$ cat config.mk
export PLATFORM = sky130hd
export DESIGN_NAME = uart9_receiver
export DESIGN_NICKNAME = d
export VERILOG_FILES = /design/src/rtl/uart9_rx_pkg.sv /design/src/rtl/uart9_rx_sampler.sv /design/src/rtl/uart9_rx_holding.sv /design/src/rtl/uart9_receiver.sv
export SDC_FILE = /design/constraint.sdc
export NUM_CORES = 1
export LEC_CHECK = 0
export BUFFER_PORTS_ARGS = -buffer_cell sky130_fd_sc_hd__buf_4
export CORE_UTILIZATION = 45
export DETAILED_ROUTE_END_ITERATION = 10
export PLACE_DENSITY = 0.67
export SLEW_MARGIN = 20
export SYNTH_ARGS = -nofsm -noshare
export SYNTH_HDL_FRONTEND = slang
export SYNTH_SLANG_ARGS = --single-unit
$ cat constraint.sdc
create_clock -name clk -period 1.65 [get_ports clk]
set_input_delay 0.4125 -clock clk [delete_from_list [all_inputs] [get_ports clk]]
set_output_delay 0.4125 -clock clk [all_outputs]
set_load 0.005 [all_outputs]
$ cat src/rtl/uart9_rx_pkg.sv
package uart9_rx_pkg;
  typedef enum logic [1:0] {
    RX_IDLE  = 2'd0,
    RX_START = 2'd1,
    RX_DATA  = 2'd2,
    RX_STOP  = 2'd3
  } rx_state_t;
endpackage

$ cat src/rtl/uart9_rx_sampler.sv
module uart9_rx_sampler
  import uart9_rx_pkg::*;
#(
  parameter int OS = 16,
  parameter int DW = 8
) (
  input  logic          clk,
  input  logic          rst_n,
  input  logic          rx_in,
  input  logic          os_tick,
  input  logic          nine_mode,
  output logic          char_done,
  output logic          stop_ok,
  output logic [DW-1:0] char_data,
  output logic          char_bit8,
  output logic          char_nine
);
  localparam int CW   = $clog2(OS);
  localparam int HALF = OS / 2;
  localparam int IW   = $clog2(DW + 1);

  rx_state_t     state;
  logic [CW-1:0] cnt;
  logic [IW-1:0] idx;
  logic [DW:0]   sh;
  logic          line_prev;
  logic          nine_lat;

  // index of the final data bit for the latched length
  function automatic logic [IW-1:0] last_idx(input logic nine);
    return nine ? IW'(DW) : IW'(DW - 1);
  endfunction

  // split the shift register into {bit8, data}
  function automatic logic [DW:0] split_char(input logic [DW:0] s, input logic nine);
    return nine ? s : {s[DW], s[DW:1]};
  endfunction

  wire start_edge = os_tick && (state == RX_IDLE) && line_prev && !rx_in;
  wire mid_start  = os_tick && (state == RX_START) && (cnt == CW'(HALF - 1));
  wire full_bit   = os_tick && (cnt == CW'(OS - 1));

  always_ff @(posedge clk or negedge rst_n) begin
    if (!rst_n) begin
      state     <= RX_IDLE;
      cnt       <= '0;
      idx       <= '0;
      sh        <= '0;
      line_prev <= 1'b1;
      nine_lat  <= 1'b0;
    end else if (os_tick) begin
      line_prev <= rx_in;
      unique case (state)
        RX_IDLE: begin
          if (start_edge) begin
            state    <= RX_START;
            cnt      <= '0;
            nine_lat <= nine_mode;
          end
        end
        RX_START: begin
          if (mid_start) begin
            cnt <= '0;
            idx <= '0;
            state <= rx_in ? RX_IDLE : RX_DATA;
          end else begin
            cnt <= cnt + 1'b1;
          end
        end
        RX_DATA: begin
          if (full_bit) begin
            cnt <= '0;
            sh  <= {rx_in, sh[DW:1]};
            if (idx == last_idx(nine_lat)) state <= RX_STOP;
            else idx <= idx + 1'b1;
          end else begin
            cnt <= cnt + 1'b1;
          end
        end
        RX_STOP: begin
          if (full_bit) begin
            cnt   <= '0;
            state <= RX_IDLE;
          end else begin
            cnt <= cnt + 1'b1;
          end
        end
        default: state <= RX_IDLE;
      endcase
    end
  end

  assign char_done = full_bit && (state == RX_STOP);
  assign stop_ok   = rx_in;
  assign {char_bit8, char_data} = split_char(sh, nine_lat);
  assign char_nine = nine_lat;


  start_taken_chk: assert property (@(posedge clk) disable iff (!rst_n)
    start_edge |=> state == RX_START);


  glitch_drop_chk: assert property (@(posedge clk) disable iff (!rst_n)
    (mid_start && rx_in) |=> state == RX_IDLE);

endmodule

$ cat src/rtl/uart9_rx_holding.sv
module uart9_rx_holding #(
  parameter int DW = 8
) (
  input  logic          clk,
  input  logic          rst_n,
  input  logic          char_done,
  input  logic          stop_ok,
  input  logic [DW-1:0] char_data,
  input  logic          char_bit8,
  input  logic          char_nine,
  input  logic          rd_strobe,
  input  logic          irq_en,
  output logic [DW-1:0] rx_data,
  output logic          rx_bit8,
  output logic          rx_full,
  output logic          overrun,
  output logic          frame_err,
  output logic          rx_irq
);
  wire lost_char = char_done && rx_full && !rd_strobe;

  always_ff @(posedge clk or negedge rst_n) begin
    if (!rst_n) begin
      rx_data   <= '0;
      rx_bit8   <= 1'b0;
      rx_full   <= 1'b0;
      overrun   <= 1'b0;
      frame_err <= 1'b0;
    end else if (char_done) begin
      rx_data   <= char_data;
      rx_bit8   <= char_bit8;
      rx_full   <= 1'b1;
      overrun   <= lost_char;
      frame_err <= !stop_ok;
    end else if (rd_strobe) begin
      rx_full <= 1'b0;
      overrun <= 1'b0;
    end
  end

  assign rx_irq = rx_full && irq_en;


  load_sets_full_chk: assert property (@(posedge clk) disable iff (!rst_n)
    char_done |=> rx_full);


  read_clears_chk: assert property (@(posedge clk) disable iff (!rst_n)
    (rd_strobe && !char_done) |=> (!rx_full && !overrun));


  overrun_set_chk: assert property (@(posedge clk) disable iff (!rst_n)
    (char_done && rx_full && !rd_strobe) |=> overrun);


  stop_low_chk: assert property (@(posedge clk) disable iff (!rst_n)
    char_done |=> frame_err == !$past(stop_ok));


  bit7_copy_chk: assert property (@(posedge clk) disable iff (!rst_n)
    (char_done && !char_nine) |=> rx_bit8 == rx_data[DW-1]);


  irq_gate_chk: assert property (@(posedge clk) disable iff (!rst_n)
    $rose(rx_irq) |-> irq_en);

endmodule

$ cat src/rtl/uart9_receiver.sv
module uart9_receiver #(
  parameter int OS = 16,
  parameter int DW = 8
) (
  input  logic          clk,
  input  logic          rst_n,
  input  logic          rx_in,
  input  logic          os_tick,
  input  logic          nine_mode,
  input  logic          irq_en,
  input  logic          rd_strobe,
  output logic [DW-1:0] rx_data,
  output logic          rx_bit8,
  output logic          rx_full,
  output logic          overrun,
  output logic          frame_err,
  output logic          rx_irq
);
  logic          char_done;
  logic          stop_ok;
  logic [DW-1:0] char_data;
  logic          char_bit8;
  logic          char_nine;

  uart9_rx_sampler #(.OS(OS), .DW(DW)) u_sampler (
    .clk       (clk),
    .rst_n     (rst_n),
    .rx_in     (rx_in),
    .os_tick   (os_tick),
    .nine_mode (nine_mode),
    .char_done (char_done),
    .stop_ok   (stop_ok),
    .char_data (char_data),
    .char_bit8 (char_bit8),
    .char_nine (char_nine)
  );

  uart9_rx_holding #(.DW(DW)) u_holding (
    .clk       (clk),
    .rst_n     (rst_n),
    .char_done (char_done),
    .stop_ok   (stop_ok),
    .char_data (char_data),
    .char_bit8 (char_bit8),
    .char_nine (char_nine),
    .rd_strobe (rd_strobe),
    .irq_en    (irq_en),
    .rx_data   (rx_data),
    .rx_bit8   (rx_bit8),
    .rx_full   (rx_full),
    .overrun   (overrun),
    .frame_err (frame_err),
    .rx_irq    (rx_irq)
  );


  reset_quiet_chk: assert property (@(posedge clk)
    $rose(rst_n) |-> (!rx_full && !overrun && !frame_err));

endmodule

---- Yosys cells after proc, flatten, opt, wreduce, memory -nomap -nowiden ----
Cells that the tools add are included.
operators by class
  shifts and indexed selects .............. 0
  reduce and logical (&&, ||, !) cells .... 21
  muxes and demuxes ....................... 20
  equal/unequal tests ..................... 12
  bitwise logic cells ..................... 0
  multiply operators ...................... 0
  order comparisons ....................... 0
  divide/modulo/power cells ............... 0
  add/sub/neg operators ................... 2
operator list
  kind                 count
  $mux 4               7
  $mux 2               6
  $pmux 4 s3           1
  $logic_and 1x1->1    10
  $ne 2x1->1 const B   5
  $add 4x1->4 const B  2
  $mux 8               1
  $pmux 2 s4           1
  $pmux 4 s2           1
  $reduce_and 3->1     2
  $reduce_and 6->1     1
  $reduce_and 5->1     1
  $eq 2x2->1 const B   2
  $eq 4x3->1 const B   1
  $eq 4x4->1           1
  $eq 4x4->1 const B   1
  $reduce_bool 2->1    2
  $mux 1               3
  $eq 2x1->1 const B   1
  $logic_not 1->1      2
  $logic_not 2->1      1
  $ne 2x2->1 const B   1
  $reduce_and 2->1     1
  $reduce_or 2->1      1
storage, ports and cells
  ROM bits ................................ 0
  memory bits (writable) .................. 0
  memories kept ........................... 0
  bits of input ports ..................... 7
  bits in latches ......................... 0
  output and inout bits ................... 13
  word-level logic and storage cells ...... 66
  bits in registers ....................... 33

---- Depth between registers and ports, before layout ----
Gate-level depths: netlist (run 1).
  depth after elaboration ................. 6
  gate-level depth with buffers ........... 6
  gate-level depth less buffers ........... 5

---- Cells and area by module ----
A second synthesis (run 1) with hierarchy kept.
unflattened totals
  cells, all modules ...................... 129
  area, all modules ....................... 1,564.0 um2
modules (own cells, without submodules)
  module            times used  sequential area each (um2)  cells an instance  area an instance (um2)
  uart9_rx_sampler  1           526.8                       100                1,109.8
  uart9_rx_holding  1           300.3                       29                 454.2

---- Least setup slack after synthesis (run 1) ----
Ideal clock, no wire load.
  path type ............................... flip-flop to flip-flop
  from .................................... register u_sampler.cnt[0]
  to ...................................... register u_sampler.sh[8]
  period minus slack after synthesis ...... 1,557 ps
  data arrival time ....................... 1,432 ps
  buffers on the path ..................... 1
  slack ................................... 93 ps
  cell stages (with the launch flop) ...... 6
  cells stage by stage .................... dfrtp_1 > ha_1 > and3_2 > and3_4 > buf_8 > mux2_2
on the way
  cells in the longest elaborated chain, start to end .. 3
ends and longest elaborated chain
  item                        line                    text
  start, declared             uart9_rx_sampler.sv:23  logic [CW-1:0] cnt;
  start signal, assigned      uart9_rx_sampler.sv:67  cnt <= cnt + 1'b1;
  start signal, assigned      uart9_rx_sampler.sv:77  cnt <= cnt + 1'b1;
  start signal, assigned      uart9_rx_sampler.sv:85  cnt <= cnt + 1'b1;
  $eq 4x4->1                  uart9_rx_sampler.sv:41  wire full_bit = os_tick && (cnt == CW'(OS - 1));
  $logic_and 1x1->1           uart9_rx_sampler.sv:41
  $reduce_and 3->1 (no line)  n/a
  end signal, assigned        uart9_rx_sampler.sv:73  sh <= {rx_in, sh[DW:1]};
  end, declared               uart9_rx_sampler.sv:25  logic [DW:0] sh;
No other way between the ends.
A chain may end at the register's enable or synchronous reset.

---- Worst setup path after layout (run 1) ----
  from .................................... register u_sampler.idx[0]
  to ...................................... register u_sampler.state[0]
on the way
  cells in the longest elaborated chain, start to end .. 3
ends and longest elaborated chain
  item                        line                    text
  start, declared             uart9_rx_sampler.sv:24  logic [IW-1:0] idx;
  start signal, assigned      uart9_rx_sampler.sv:75  else idx <= idx + 1'b1;
  $eq 4x4->1                  uart9_rx_sampler.sv:74  if (idx == last_idx(nine_lat)) state <= RX_STOP;
  $ne 2x1->1 (no line)        n/a
  $reduce_and 6->1 (no line)  n/a
  end signal, assigned        uart9_rx_sampler.sv:65  state <= rx_in ? RX_IDLE : RX_DATA;
  end, declared               uart9_rx_sampler.sv:22  rx_state_t state;
No other way between the ends.

==> results of run 1 <==
-- worst paths after layout --
kind,startpoint,endpoint,slack (ps)
max,u_sampler.idx[0]$_DFFE_PN0P_,u_sampler.state[0]$_DFFE_PN0P_,80
min,rst_n,u_holding.rx_data[7]$_DFFE_PN0P_,-3
max reg2reg,u_sampler.idx[0]$_DFFE_PN0P_,u_sampler.state[0]$_DFFE_PN0P_,80
min reg2reg,u_holding.rx_data[1]$_DFFE_PN0P_,u_holding.rx_data[1]$_DFFE_PN0P_,490
max in group asynchronous,rst_n,u_sampler.line_prev$_DFFE_PN1P_,1320
min in group clk,rd_strobe,u_holding.overrun$_DFFE_PN0P_,220
-- state kept, by name, indices dropped and copies added, names as in the netlist, named ones only --
| name | count |
|---|---|
| u_sampler.cnt | 4 |
| u_sampler.idx | 4 |
| u_holding.rx_data | 8 |
| u_sampler.line_prev | 1 |
| u_holding.overrun | 1 |
| u_sampler.sh | 9 |
| u_holding.frame_err | 1 |
| u_sampler.state | 1 |
| u_sampler.char_nine | 1 |
| u_holding.rx_bit8 | 1 |
| u_holding.rx_full | 1 |
-- through the flow --
stage                     setup slack (ps)  total power, mW  instances
after floorplan                      92.80            1.483        144
after global placement               78.38            1.619        209
after detailed placement             14.92            1.660        209
after CTS                            17.63            2.093        218
after global routing                 23.93            2.233        218
final                                82.87            2.100        218
-- cell usage in the layout (no fill, tap or decap), drive strengths merged, types with 2 or more instances in the layout --
cell type	n
dfrtp	32
buf	25
nand2	20
o21ai	16
mux2	11
mux2i	9
clkbuf	8
nand3	6
nor2	6
and3	4
inv	3
a21oi	3
nor2b	3
nand4	2
a22o	2
xnor2	2
ha	2
-- cells by family after synthesis --
kind of cell,after synthesis,share of synthesized area (%)
compound gates,31,13.54
mux,20,13.31
fa+ha+maj,2,1.556
simple gates,47,15.64
xor+xnor,2,1.090
flops,33,51.44
buf+inv,9,3.423
-- critical path: cells and delay by family, from the launching register on --
kind	cells	cell delay [ps]
compound gates	3	710
simple gates	1	330
flops	1	460
-- area by class of cell --
| type | count | area [um^2] |
|---|---|---|
| clock buffer | 8 | 48.80 |
| fill | 296 | 1501 |
| inverter | 3 | 11.26 |
| multi-input combinational | 103 | 743.2 |
| sequential | 33 | 827.0 |
| tap | 46 | 57.56 |
| timing repair buffer | 25 | 200.2 |
-- layer usage --
layer	global-route usage (%)	up-vias	wire length [um]
li1	-	571	-
met1	20.99	565	1318
met2	32.72	30	1522
met3	5.797	6	107
met4	7.302	0	38
met5	0	-	0
-- what timing repair did --
item,4_1_cts,5_1_grt
hold endpoints to repair,0,0
resized for setup,0,3
cloned,1,0
endpoints found under the setup margin,2,11
buffers inserted,0,0
-- power groups by stage --
stage	logic, mW	registers, mW	clock network (mW)
6_report	0.607	1.06	0.435
5_1_grt	0.675	1.07	0.486
4_1_cts	0.601	1.05	0.445
3_5_place_dp	0.598	1.06	0
3_3_place_gp	0.567	1.05	0
2_1_floorplan	0.463	1.02	0
==> impl_metrics.yaml, run 1 <==
sta:
  slew_viol_final: 0
  period_share_pct: 94.98
  fmax_mhz: 638.1
  hold_viol: 4
  tightest_slew_ps: 409.8
  rsz0062_at_grt: "no"
  fin_tns_setup_ps: 0
  fin_hold_ws_ps: -3.216
  setup_viol: 0
  slew_headroom_pct: 72.68
  period_minus_slack_ps: 1567
  finClkSkew_ps: 2.081
cells_and_area:
  final_core_utilization_pct: 55.70
  num_antenna_cells: 0
  drive_above_1_share_pct: 30.81
  final_area_mm2: 0.001888
  nets: 180
  area_growth_syn_to_layout_pct: 17.43
global_route:
  grt_pass1_vias: 1136
  track_usage_pct: 18.57
  grt-ovfl-total: 0
  antenna_found_initial: 0
  grt_pass1_wl_mm: 5.050
  grt_max_degree: 34
clock_tree:
  htreeDepth: 2
  clock-root-buffer: "clkbuf_4"
  cts.sinks: 33
  clock_path_buffers: 2
  hold_buffers: 0
  cts_buffers: 5
  clk_pin_slew_ps: 100
  cts_tree: "done"
  clock_latency_ps: 330
die:
  core_mm2: 0.003390
  initial_core_util_pct: 47.43
  rows: 21
  die_x_um: 61.78
  dieArea_mm2: 0.003816
  die_h_um: 61.78
  io_pins: 20
yosys:
  synth_area_per_cell_um2: 11.17
  synth-edff-count: 0
  synth_cell_type_count: 40
  synth_flop_cell: "dfrtp_1"
  synth_seq_area_share_pct: 51.44
  synth_nets: 153
  ys_ff_latch: 33
  yosys_warnings: 0
  synthTopCellsByCount: "dfrtp_1, nand2_1, o21ai_0, mux2_2, mux2i_1"
  syn_inst: 144
  synth_area_mm2: 0.001608
  netlist.top_cell.by_area: "dfrtp_1"
  synth_area_leaders: "dfrtp_1, mux2_2, mux2i_1"
  synth_top_area_share_pct: 49.81
  async_flop_share_pct: 100.0
  synth.most_common_cell: "dfrtp_1"
outcome:
  status: "complete, but fails checks"
  violations: "negative hold slack"
power_and_ir_drop:
  seqPwrFrac_pct: 50.4
  p_comb_share_pct: 28.9
  pwr-share-clk_pct: 20.7
  leakagePower_nw: 0.8269
  p_int_mw: 1.376
  swShare_pct: 34.49
  peakVddDrop_mv: 0.6098
  powerDensity_mw_per_mm2: 1112
  switchingPower_mw: 0.7244
setup_path:
  end_kind: "flop"
  arrival_ps: 1830
  slowest_stage: "dfrtp_1"
  reg2reg_depth: 4
  cp-start-kind: "flop"
  crit_fanout: 6
  timing.critical_path.required_ps: 1910
  critPathMaxStageDelay_ps: 460
  cp_cell_sequence: "nor4b_4 -> a22oi_2 -> o41a_1 -> o211ai_2"
  critical_path_class: "reg -> reg"
routing:
  postRouteAntennaNets: 0
  drtPass1Iterations: 4
  drtIter0Drc: 33
  drc: 0
  wl_mm: 2.986
  vias_per_cell: 5.376
  wire_per_inst_um: 13.70
  num_vias: 1172
placed_design:
  routabilityCongestion: 0.8657
  dp_hpwl_mm: 2.105
  port_buffers: 19
  detailed_place.area_mm2: 0.001822
flow_run:
  maxCapViolCount: 0
hold_path:
  hold_class: "in -> async"
(Power assumes the default switching activity.)
==> run 2: changes to the inputs <==
Settings changed: CTS_BUF_LIST from default to sky130_fd_sc_hd__clkbuf_4 sky130_fd_sc_hd__clkbuf_8, REMOVE_ABC_BUFFERS from default to 1.
==> run 2 against run 1 <==
Against the previous run: the run now ends clean; clock skew grew 7.4 ps; critical endpoint is now u_sampler.sh[1]$_DFFE_PN0P_; clock power increased by 1%; core utilization did not move; global-route usage rose by 0.26 points; worst setup slack improved by 10 ps.
==> impl_metrics.yaml, run 2 (synthesized netlist as in run 1, its figures left out) <==
die:
  die_x_um: 61.78
  dieArea_mm2: 0.003816
  rows: 21
  core_mm2: 0.003390
  die_h_um: 61.78
  initial_core_util_pct: 47.43
  io_pins: 20
global_route:
  antenna_found_initial: 0
  grt_pass1_wl_mm: 5.016
  grt-ovfl-total: 0
  grt_pass1_vias: 1140
  track_usage_pct: 18.83
  grt_max_degree: 34
clock_tree:
  cts_tree: "done"
  clock_latency_ps: 340
  cts_buffers: 5
  htreeDepth: 2
  clock-root-buffer: "clkbuf_4"
  clock_path_buffers: 2
  clk_pin_slew_ps: 110
  cts.sinks: 33
placed_design:
  dp_hpwl_mm: 2.185
  pre_cts_ws_ps: -11.25
  routabilityCongestion: 0.7719
  port_buffers: 19
cells_and_area:
  largest_reg_flops: 9
  final_common_cell: "dfrtp_1"
  final_core_utilization_pct: 55.70
  mostFrequentLayoutCells: "dfrtp_1, buf_4, nand2_1"
  num_antenna_cells: 0
  nets: 179
  area_growth_syn_to_layout_pct: 17.43
  drive_above_1_share_pct: 32.75
  reg_top3: "u_sampler.sh (9), u_holding.rx_data (8)"
  top_register: "u_sampler.sh"
hold_path:
  hold_class: "in -> reg"
sta:
  slew_viol_final: 0
  rsz0062_at_grt: "no"
  period_share_pct: 94.36
  period_minus_slack_ps: 1557
  finClkSkew_ps: 9.510
  fin_hold_ws_ps: 215.6
  fmax_mhz: 642.3
  slew_headroom_pct: 72.13
  tightest_slew_ps: 418.0
  finalWorstSetupSlack_ps: 93.01
  setup_viol: 0
  hold_viol: 0
routing:
  wl_mm: 3.023
  drc: 0
  wire_per_inst_um: 13.93
  postRouteAntennaNets: 0
  vias_per_cell: 5.253
  drtIter0Drc: 40
  num_vias: 1140
  drtPass1Iterations: 4
setup_path:
  end_kind: "flop"
  critical_path_class: "reg -> reg"
  cp_cell_sequence: "ha_4 -> and3_4 -> and3_2 -> mux2_2"
  cp-start-kind: "flop"
  crit_buf_inv: 0
  slowest_stage: "dfrtp_1"
  cp_top_family: "simple AND/OR/NAND/NOR gates"
  critPathMaxStageDelay_ps: 430
  arrival_ps: 1780
  timing.critical_path.required_ps: 1880
  crit_fanout: 6
power_and_ir_drop:
  peakVddDrop_mv: 0.7419
  leakagePower_nw: 0.8246
  powerDensity_mw_per_mm2: 1111
outcome:
  status: "finished, final reports clean"
flow_run:
  maxCapViolCount: 0
[run 2: what timing repair did]
item / in CTS / in global routing
setup endpoints to repair: 9 / 25
hold buffers: 1 / 0
resized for setup: 0 / 5
endpoints found under the hold margin: 11 / 0
cloned: 1 / 0
setup buffers: 0 / 0
pin swaps: 0 / 0
[run 2: stage by stage]
stage,instances,instance area (um^2),setup TNS (ps),power [mW]
2_1_floorplan,138,1564,0,1.447
3_3_place_gp,207,1794,0,1.609
3_5_place_dp,207,1794,-24.96,1.631
4_1_cts,217,1867,0,2.083
5_1_grt,217,1888,0,2.240
6_report,217,1888,0,2.098
[run 2: area by class of cell]
class | instances | area, um^2
Fill cell | 296 | 1501
Sequential cell | 33 | 827.0
Multi-Input combinational cell | 103 | 754.5
Timing Repair Buffer | 24 | 182.7
Tap cell | 46 | 57.56
Clock buffer | 5 | 37.54
Clock inverter | 3 | 17.52
Inverter | 3 | 11.26
[run 2: power breakdown]
group          internal, mW  switching [mW]  total, mW
registers             0.915           0.163       1.08
logic                 0.292           0.289      0.580
clock network         0.160           0.280      0.440
total                  1.37           0.732       2.10
[run 2: layer usage]
layer	GRT usage, %	up-vias	wire length [um]
li1	-	565	-
met1	21.50	550	1330
met2	32.57	18	1537
met3	5.590	7	95
met4	8.571	0	60
met5	0	-	0
[run 2: final timing paths]
kind | startpoint | endpoint | slack [ps] | cells past startpoint
worst max-delay path | u_sampler.cnt[0]$_DFFE_PN0P_ | u_sampler.sh[1]$_DFFE_PN0P_ | 90 | 4
worst min register to register | u_holding.rx_data[1]$_DFFE_PN0P_ | u_holding.rx_data[1]$_DFFE_PN0P_ | 490 | 2
max in group asynchronous | rst_n | u_sampler.line_prev$_DFFE_PN1P_ | 770 | 2
worst min-delay path | rd_strobe | u_holding.overrun$_DFFE_PN0P_ | 220 | 2
min in group asynchronous | rst_n | u_holding.rx_full$_DFFE_PN0P_ | 530 | 2
worst max register to register | u_sampler.cnt[0]$_DFFE_PN0P_ | u_sampler.sh[1]$_DFFE_PN0P_ | 90 | 4
==> run 3: changes to the inputs <==
Settings changed: ABC_AREA from default to 1.
==> run 3 against run 2 <==
Against the previous run: global-route usage shrank 0.20 points; hold slack better by 67 ps; die area decreased by 0.39%; sequential power fell by 5%; fmax up 7.7%; area after synthesis down 0.39%; clock power up 2%; design area is 1.4% lower; via count is 15% higher.
==> impl_metrics.yaml, run 3 <==
sta:
  slew_viol_final: 0
  slew_headroom_pct: 72.15
  period_share_pct: 87.65
  period_minus_slack_ps: 1446
  finClkSkew_ps: 11.76
  hold_viol: 0
  tightest_slew_ps: 417.8
  fin_hold_ws_ps: 282.6
  setup_viol: 0
  fmax_mhz: 691.5
  fin_tns_setup_ps: 0
routing:
  wl_mm: 3.026
  postRouteAntennaNets: 0
  vias_per_cell: 4.966
  drtIter0Drc: 32
  num_vias: 1316
  drtPass1Iterations: 4
  wire_per_inst_um: 11.42
  drc: 0
die:
  initial_core_util_pct: 47.62
  rows: 21
  dieArea_mm2: 0.003801
  die_h_um: 61.66
  core_mm2: 0.003363
  io_pins: 20
  die_x_um: 61.66
yosys:
  async_flop_share_pct: 100.0
  synth_seq_area_share_pct: 51.64
  synth_area_mm2: 0.001602
  netlist.top_cell.by_area: "dfrtp_1"
  synth_area_leaders: "dfrtp_1, nand2_1, nor2_1"
  synth_flop_cell: "dfrtp_1"
  synth_top_area_share_pct: 50.00
  synth.most_common_cell: "nand2_1"
  yosys_warnings: 0
  synth_cell_type_count: 27
  ys_ff_latch: 33
  syn_inst: 192
  synth_area_per_cell_um2: 8.341
  synthTopCellsByCount: "nand2_1, dfrtp_1, nor2_1, inv_1, nand3_1"
  synth-edff-count: 0
clock_tree:
  cts.sinks: 33
  clock_path_buffers: 2
  clock_latency_ps: 340
  cts_tree: "done"
  cts_buffers: 5
  postCtsSetupBuffers: 0
  clock-root-buffer: "clkbuf_4"
  clk_pin_slew_ps: 100
  htreeDepth: 2
setup_path:
  rrSetupSlack_ps: 200
  arrival_ps: 1680
  rr_startpoint: "u_sampler.cnt[1]$_DFFE_PN0P_"
  worst_r2r_endpoint: "u_sampler.sh[2]$_DFFE_PN0P_"
  cp-start-kind: "flop"
  reg2reg_depth: 7
  crit_fanout: 9
  end_kind: "flop"
  timing.critical_path.required_ps: 1890
  critical_path_class: "reg -> reg"
cells_and_area:
  drive_above_1_share_pct: 20.09
  nets: 227
  fin_cells: 265
  num_antenna_cells: 0
  final_area_mm2: 0.001862
  mostFrequentLayoutCells: "nand2_1, dfrtp_1, nor2_1"
  nFillCells: 345
  largest_reg_flops: 9
  final_common_cell: "nand2_1"
  top_register: "u_sampler.sh"
  reg_top3: "u_sampler.sh (9), u_holding.rx_data (8)"
  area_growth_syn_to_layout_pct: 16.25
power_and_ir_drop:
  powerDensity_mw_per_mm2: 1167
  power.total_mw: 2.173
  leakagePower_nw: 0.9627
  peakVddDrop_mv: 0.8948
global_route:
  grt_max_degree: 34
  grt-ovfl-total: 0
  antenna_found_initial: 0
  grt_pass1_wl_mm: 5.085
  track_usage_pct: 18.63
  grt_pass1_vias: 1211
hold_path:
  hold_start: "rx_in"
  hold_class: "in -> reg"
  hold_depth: 2
  hold_end: "u_holding.frame_err$_DFFE_PN0P_"
placed_design:
  detailed_place.area_mm2: 0.001793
  routabilityCongestion: 0.8864
  dp_hpwl_mm: 2.119
  port_buffers: 19
  dpl.cell_count: 256
outcome:
  status: "finished, final reports clean"
flow_run:
  maxCapViolCount: 0
## run 3: kinds of logic (layout without fill, tap and decap cells)
group,count (synthesis),count (layout),share of synthesized area (%)
simple gates,101,101,28.59
xor+xnor,3,3,1.641
compound gates,28,28,9.375
mux,1,1,0.7031
buf+inv,24,51,6.484
fa+ha+maj,2,2,1.562
flops,33,33,51.64
## run 3: cell type report
cell class | instances | area (um^2) | share of cell area (%)
Clock buffer | 5 | 37.54 | 2.016
Clock inverter | 3 | 17.52 | 0.9409
Inverter | 21 | 81.33 | 4.368
Multi-Input combinational cell | 135 | 673.1 | 36.16
Sequential cell | 33 | 827.0 | 44.42
Tap cell | 46 | 57.56 | 3.091
Timing Repair Buffer | 22 | 167.7 | 9.005
## run 3: what timing repair did
action / 4_1_cts / 5_1_grt
gates resized for setup: 0 / 2
setup endpoints to repair: 0 / 3
hold buffers: 1 / 0
endpoints found under the hold margin: 12 / 0
## run 3: critical path, cell delays in order, from the launching register on
cell and delay [ps]:
dfrtp_1 390, ha_1 190, nand2_2 110, nor2_4 180, nand2_2 150, buf_4 200, nor2_1 90, a21oi_1 50
## run 3: metal layers
layer	up-vias	share of wire, %	track usage, %
met5	-	0	0
met3	6	3.4	5.882
met4	0	1.7	8.889
li1	676	-	-
met1	610	46	22.06
met2	24	49	30.72
## run 3: report_power, final
part	switching, mW	internal, mW	leakage [nW]
registers	0.133	0.898	0.434
clock network	0.289	0.160	0.0310
logic	0.458	0.234	0.497
## run 3: per-stage QoR
| stage | setup slack, ps | util, % |
|---|---|---|
| final | 203.8 | 55.36 |
| after global routing | -2.704 | 55.36 |
| after CTS | 168.4 | 55.25 |
| after detailed placement | 188.1 | 53.31 |
| after global placement | 238.6 | 53.31 |
| after floorplan | 228.3 | - |
## run 3: worst max path at each step
stage                                 start                          endpoint  slack (ps)  depth (start not counted)
6_report       u_sampler.cnt[1]$_DFFE_PN0P_       u_sampler.sh[2]$_DFFE_PN0P_         200                          7
5_1_grt        u_sampler.cnt[1]$_DFFE_PN0P_  u_holding.rx_data[2]$_DFFE_PN0P_          -3                          7
4_1_cts        u_sampler.cnt[1]$_DFFE_PN0P_  u_holding.rx_data[2]$_DFFE_PN0P_         170                          7
3_5_place_dp   u_sampler.cnt[1]$_DFFE_PN0P_  u_holding.rx_data[2]$_DFFE_PN0P_         190                          7
3_3_place_gp   u_sampler.cnt[0]$_DFFE_PN0P_       u_sampler.sh[0]$_DFFE_PN0P_         240                          5
2_1_floorplan  u_sampler.cnt[0]$_DFFE_PN0P_       u_sampler.sh[0]$_DFFE_PN0P_         230                          5
